--- src/rtl/pwr_fail_seq.sv ---
module pwr_fail_seq #(
  parameter int          POR_CYCLES  = 21504,
  parameter int          SYNC_STAGES = 2,
  parameter logic [7:0]  IRQ_VECTOR  = 8'h2B
) (
  input  logic       clk,
  input  logic       rst_n,
  input  logic       warn_en,
  input  logic       below_warn,
  input  logic       below_min,
  input  logic       below_backup,
  output logic       irq_req,
  output logic [7:0] irq_vector,
  output logic       cpu_reset,
  output logic       strobe_off,
  output logic       use_backup
);
  localparam int CW = $clog2(POR_CYCLES + 1);
  localparam logic [CW-1:0] POR_LOAD = CW'(POR_CYCLES);

  logic [SYNC_STAGES-1:0] sw, sm, sb;
  logic w_s, m_s, b_s, armed;
  logic [CW-1:0] hold;

  always_ff @(posedge clk or negedge rst_n)
    if (!rst_n) begin
      sw <= '0;
      sm <= '0;
      sb <= '0;
    end else begin
      sw <= {sw[SYNC_STAGES-2:0], below_warn};
      sm <= {sm[SYNC_STAGES-2:0], below_min};
      sb <= {sb[SYNC_STAGES-2:0], below_backup};
    end

  assign w_s = sw[SYNC_STAGES-1];
  assign m_s = sm[SYNC_STAGES-1];
  assign b_s = sb[SYNC_STAGES-1];

  always_ff @(posedge clk or negedge rst_n)
    if (!rst_n) begin
      armed   <= 1'b0;
      irq_req <= 1'b0;
    end else begin
      armed   <= !w_s;
      irq_req <= w_s && armed && warn_en;
    end

  always_ff @(posedge clk or negedge rst_n)
    if (!rst_n)           hold <= POR_LOAD;
    else if (m_s)         hold <= POR_LOAD;
    else if (hold != '0)  hold <= hold - 1'b1;

  assign cpu_reset  = m_s || (hold != '0);
  assign strobe_off = cpu_reset;
  assign use_backup = b_s;
  assign irq_vector = IRQ_VECTOR;

  logic [1:0] age;
  always_ff @(posedge clk or negedge rst_n)
    if (!rst_n)          age <= '0;
    else if (age != 2'd3) age <= age + 1'b1;

  a_r1_irq_needs_enable: assert property (@(posedge clk) disable iff (!rst_n)
    $rose(irq_req) |-> $past(warn_en));
  a_r8_irq_single_pulse: assert property (@(posedge clk) disable iff (!rst_n)
    irq_req |=> !irq_req);
  a_r3_reset_follows_min: assert property (@(posedge clk) disable iff (!rst_n)
    (age >= 2'd2 && $past(below_min, 2)) |-> cpu_reset);
  a_r6_backup_inside_reset: assert property (@(posedge clk) disable iff (!rst_n)
    use_backup |-> cpu_reset);
  a_r7_release_after_count: assert property (@(posedge clk) disable iff (!rst_n)
    $fell(cpu_reset) |-> !m_s && $past(hold) == CW'(1));
endmodule

--- config.mk ---
export PLATFORM = sky130hd
export DESIGN_NAME = pwr_fail_seq
export DESIGN_NICKNAME = d
export VERILOG_FILES = /design/src/rtl/pwr_fail_seq.sv
export SDC_FILE = /design/constraint.sdc
export NUM_CORES = 1
export LEC_CHECK = 0
export BUFFER_PORTS_ARGS = -buffer_cell sky130_fd_sc_hd__clkbuf_2
export CAP_MARGIN = 10
export CORE_UTILIZATION = 62
export CTS_BUF_LIST = sky130_fd_sc_hd__clkbuf_8
export DETAILED_ROUTE_END_ITERATION = 8
export PLACE_DENSITY_LB_ADDON = 0.08
export SYNTH_ARGS = -nofsm -noshare
export SYNTH_HDL_FRONTEND = slang
export SYNTH_SLANG_ARGS = --single-unit
--- constraint.sdc ---
create_clock -name clk -period 5.4 [get_ports clk]
set_input_delay 1.08 -clock clk [delete_from_list [all_inputs] [get_ports clk]]
set_output_delay 1.08 -clock clk [all_outputs]
set_load 0.05 [all_outputs]
* After elaboration in Yosys (flattened, before gate mapping)
Index checks and enable logic that the tools add are counted.
** Word-level totals
- Input bits :: 6
- Output and inout bits :: 12
- Register bits after elaboration :: 23
** Operators by class
- Reductions and logical operators :: 6
- Mux-type cells :: 2
- $add $sub $neg :: 1
** Operators with widths (number)
- 15-bit two-way mux :: 2
- 15-bit nonzero test :: 1
- 15-bit by 1-bit subtractor with 15-bit output (second input constant) :: 1
- 1-bit logical AND :: 2
- 2-bit nonzero test :: 1
- 1-bit zero test :: 1
- 1-bit logical OR :: 1

* Longest topological paths before layout
- Depth in word-level cells :: 3
- Mapped depth :: 6

* Least setup slack after synthesis
OpenSTA, ideal clock, no wires.
- Path type :: register to output
- Start :: register hold[0]
- End :: output port strobe_off
- Required time :: 4.320 ns
- Data arrival time :: 1.896 ns
- Stages on the path, launching flop included :: 7
- Slack :: 2.424 ns
- Path through :: dfrtp_1 -> inv_1 -> ha_1 -> nor3b_1 -> nand4_1 -> or2_2 -> buf_4
** Between the ends
- Longest elaborated chain between the ends :: 2
** Ends and longest elaborated chain
- start, declared :: line 23 : logic [CW-1:0] hold;
- start signal, assigned :: line 52 : else if (hold != '0) hold <= hold - 1'b1;
- 15-bit nonzero test :: line 54 : assign cpu_reset = m_s || (hold != '0);
- 1-bit logical OR :: line 54
- end, declared :: line 15 : output logic strobe_off,
Every way passes these cells.

* Worst setup path after layout
- Start :: register hold[0]
- End :: output port cpu_reset
** Between the ends
- Longest elaborated chain between the ends :: 2
** Ends and longest elaborated chain
- 15-bit nonzero test :: line 54
- 1-bit logical OR :: line 54
- end, declared :: line 14 : output logic cpu_reset,
Every way passes these cells.

==> run_results.csv <==
group,metric,value,unit
run_status,status,"completed",
floorplanning,dieArea,0.00200,mm2
worst_setup_path,start_kind,"flop",
place,port_buffers,9,
clock_tree,cts_hold_buf,0,
routing,routedWlPerCell,12.9,um
place,placed_area,0.00114,mm2
sta,fin_tns_setup,0,ps
clock_tree,cts_tree,"yes",
synthesis,yosys_warnings,0,
sta,fin_crit_sh,62.1,%
synthesis,netlist_area,0.00113,mm2
worst_setup_path,reg2reg_slack,3360,ps
finish,seqCellArea,579,um2
place,post-place-ws,2370,ps
finish,drive_gt1_share,23.9,%
sta,maxSlewHeadroom,59.4,%
clock_tree,clock_latency,260,ps
worst_setup_path,slowest_stage,"dfrtp_1",
finish,area_growth,5.31,%
synthesis,syn_inst,106,
pwr,power,0.407,mW
worst_setup_path,rr_worst_depth,6,
synthesis,ys_types,38,
worst_setup_path,worstSetupEndpointType,"output port",
floorplanning,core-area,0.00173,mm2
finish,diodes,0,
synthesis,synth_edf_count,0,
finish,post-route-util,69.0,%
finish,nets,121,
sta,period_minus_slack,3350,ps
synthesis,synth_top_cell_area_share,44.2,%
routing,drt_iter0_markers,6,
synthesis,synth-seq-cells,23,
sta,rsz0062_at_grt,"no",
worst_setup_path,timing.rr.end,"hold[5]",
sta,finalHoldViolCount,0,
hold_path,hold_start,"sw[0]",
flow_run,drv_cap,0,
sta,max_freq,0.298,GHz
clock_tree,htreeDepth,1,
worst_setup_path,required,4320,ps
clock_tree,root_buffer,"clkbuf_8",
floorplanning,initial_core_util,65.5,%
synthesis,synthSimpleGateAreaFrac,24.7,%
place,gp_congestion,0.779,
synthesis,async_flop_share,100,%
routing,drt-total-wl,1.78,mm
hold_path,min_to,"sw[1]",
synthesis,synth_mux_area_share,2.88,%
floorplanning,ios,18,
synthesis,yosysMostFrequentCell,"dfrtp_1",
global_route,grt_pass1_vias,644,
finish,multi_input_area,474,um2
pwr,ir_drop,252,uV
clock_tree,cts_repair_resize_count,0,
routing,firstDrtPassIters,4,
sta,setup_ws,2050,ps
worst_setup_path,cp_data_arrival_time,2270,ps
finish,design_area,0.00119,mm2
floorplanning,num_rows,15,
synthesis,syn_avg_cell_area,10.7,um2
clock_tree,clock_path_buffers,2,
worst_setup_path,rr_startpoint,"hold[0]",
routing,drc,0,
worst_setup_path,crit_type,"flop to output port",
sta,tightest_slew,610,ps
place,dp_hpwl,1.23,mm
synthesis,synth_common_cells,"20 x dfrtp_1, 9 x buf_4, 7 x a21oi_1, 6 x nor2_1",
worst_setup_path,crit_path_max_fanout,7,
pwr,p_leak,0.520,nW
clock_tree,clock-sinks,23,
global_route,grt_overflow,0,
floorplanning,die_w,44.7,um
synthesis,synth_area_leaders,"dfrtp_1 44%, dfstp_2 7.0%, buf_4 6.0%",
routing,ant_nets,0,
routing,viasPerCell,5.60,
routing,vias,773,
synthesis,synth_top_area_cell,"dfrtp_1",
clock_tree,cts_buffers,3,
finish,fillerInstances,128,
floorplanning,die_h,44.7,um
sta,maxSlewViolCount,0,
global_route,grt_max_degree,24,
sta,setup_viol,0,
sta,finClkSkew,0.881,ps
pwr,power_density,342,mW/mm2
synthesis,synth_top_family_by_area,"simple AND/OR/NAND/NOR gates",
global_route,grt_pass1_wl,2.88,mm
hold_path,hp-class,"flop to flop",
clock_tree,postCtsSetupBuffers,0,
synthesis,seq_area_frac_synth,51.2,%
worst_setup_path,max_stage_delay,430,ps
synthesis,synth-main-ff-cell,"dfrtp_1",
worst_setup_path,crit_chain,"inv_1 -> ha_1 -> nor3b_1 -> nand4_1 -> or2_2 -> clkbuf_2",
synthesis,synth_compound_gate_area_share,9.85,%
global_route,grt_usage,19.7,%
synthesis,synth-xor-area-share,0.774,%
synthesis,synthAdderAreaFrac,1.11,%
global_route,grt_antenna_before_repair,0,
hold_path,hold_depth,0,
clock_tree,clk_pin_slew,80,ps
[per-layer routing]
metal / vias up / global-route usage, % / wire [um]
met5: - / 0 / 0
met4: 0 / 5.45 / 5
met3: 2 / 2.40 / 55
met2: 18 / 31.8 / 866
met1: 379 / 28.6 / 855
li1: 374 / - / -
[sequential cells by signal (all words and copies together), names as in the netlist]
| register | count |
|---|---|
| armed | 1 |
| hold | 15 |
| irq_req | 1 |
| sb | 2 |
| sm | 2 |
| sw | 2 |
[cell families (layout without fill, tap and decap cells)]
logic type | Yosys count | in the layout
xor gates and xnor gates | 1 | 1
DFF | 23 | 23
muxes | 3 | 3
and+or+nand+nor | 42 | 42
AOI/OAI and AO/OA | 18 | 18
adders and majority gates | 1 | 1
other | 2 | 8
buffers and inverters | 16 | 17
[cell type report]
class | count | area share (%)
Sequential cell | 23 | 48.6
Multi-Input combinational cell | 73 | 39.8
Timing Repair Buffer | 9 | 3.78
Clock buffer | 3 | 3.47
Tap cell | 25 | 2.63
Inverter | 4 | 1.26
Clock inverter | 1 | 0.420
[per-stage QoR]
step	hold slack (ps)	instances
floorplan	331	112
CTS	358	138
finish	355	138
detailed placement	340	134
global placement	332	134
global route	363	138
[worst max-delay path: cells and delay by family, from the launching register on]
kind | cells | cell delay [ps]
simple gates | 3 | 1090
fa+ha+maj | 1 | 180
buf+inv | 2 | 320
flops | 1 | 430
[cell usage in the layout, fill, tap and decap left out, drive strengths merged, types with 2 or more instances in the layout]
master,count
dfrtp,20
clkbuf,12
conb,8
a21oi,7
nor2,6
nor4,5
inv,4
nand3b,4
nand2,4
o21ai,4
nor3,4
or3,4
nand3,3
o31ai,3
dfstp,3
nand2b,2
or4,2
mux2,2
nor2b,2
a211o,2
[power by group]
part | switching [mW] | internal (mW) | total, mW
logic | 0.0539 | 0.0344 | 0.0883
clock network | 0.0522 | 0.0514 | 0.104
registers | 0.0238 | 0.191 | 0.215
total | 0.130 | 0.277 | 0.407
[worst max path at each step]
stage / slack, ps / endpoint / from / depth (start not counted)
after global placement: 2470 / cpu_reset / hold[0] / 6
after CTS: 2080 / cpu_reset / hold[0] / 6
final: 2050 / cpu_reset / hold[0] / 6
after detailed placement: 2370 / cpu_reset / hold[0] / 6
after floorplan: 2420 / strobe_off / hold[0] / 6
after global routing: 1920 / cpu_reset / hold[0] / 6
No activity file was read; power rests on OpenSTA's default activity.
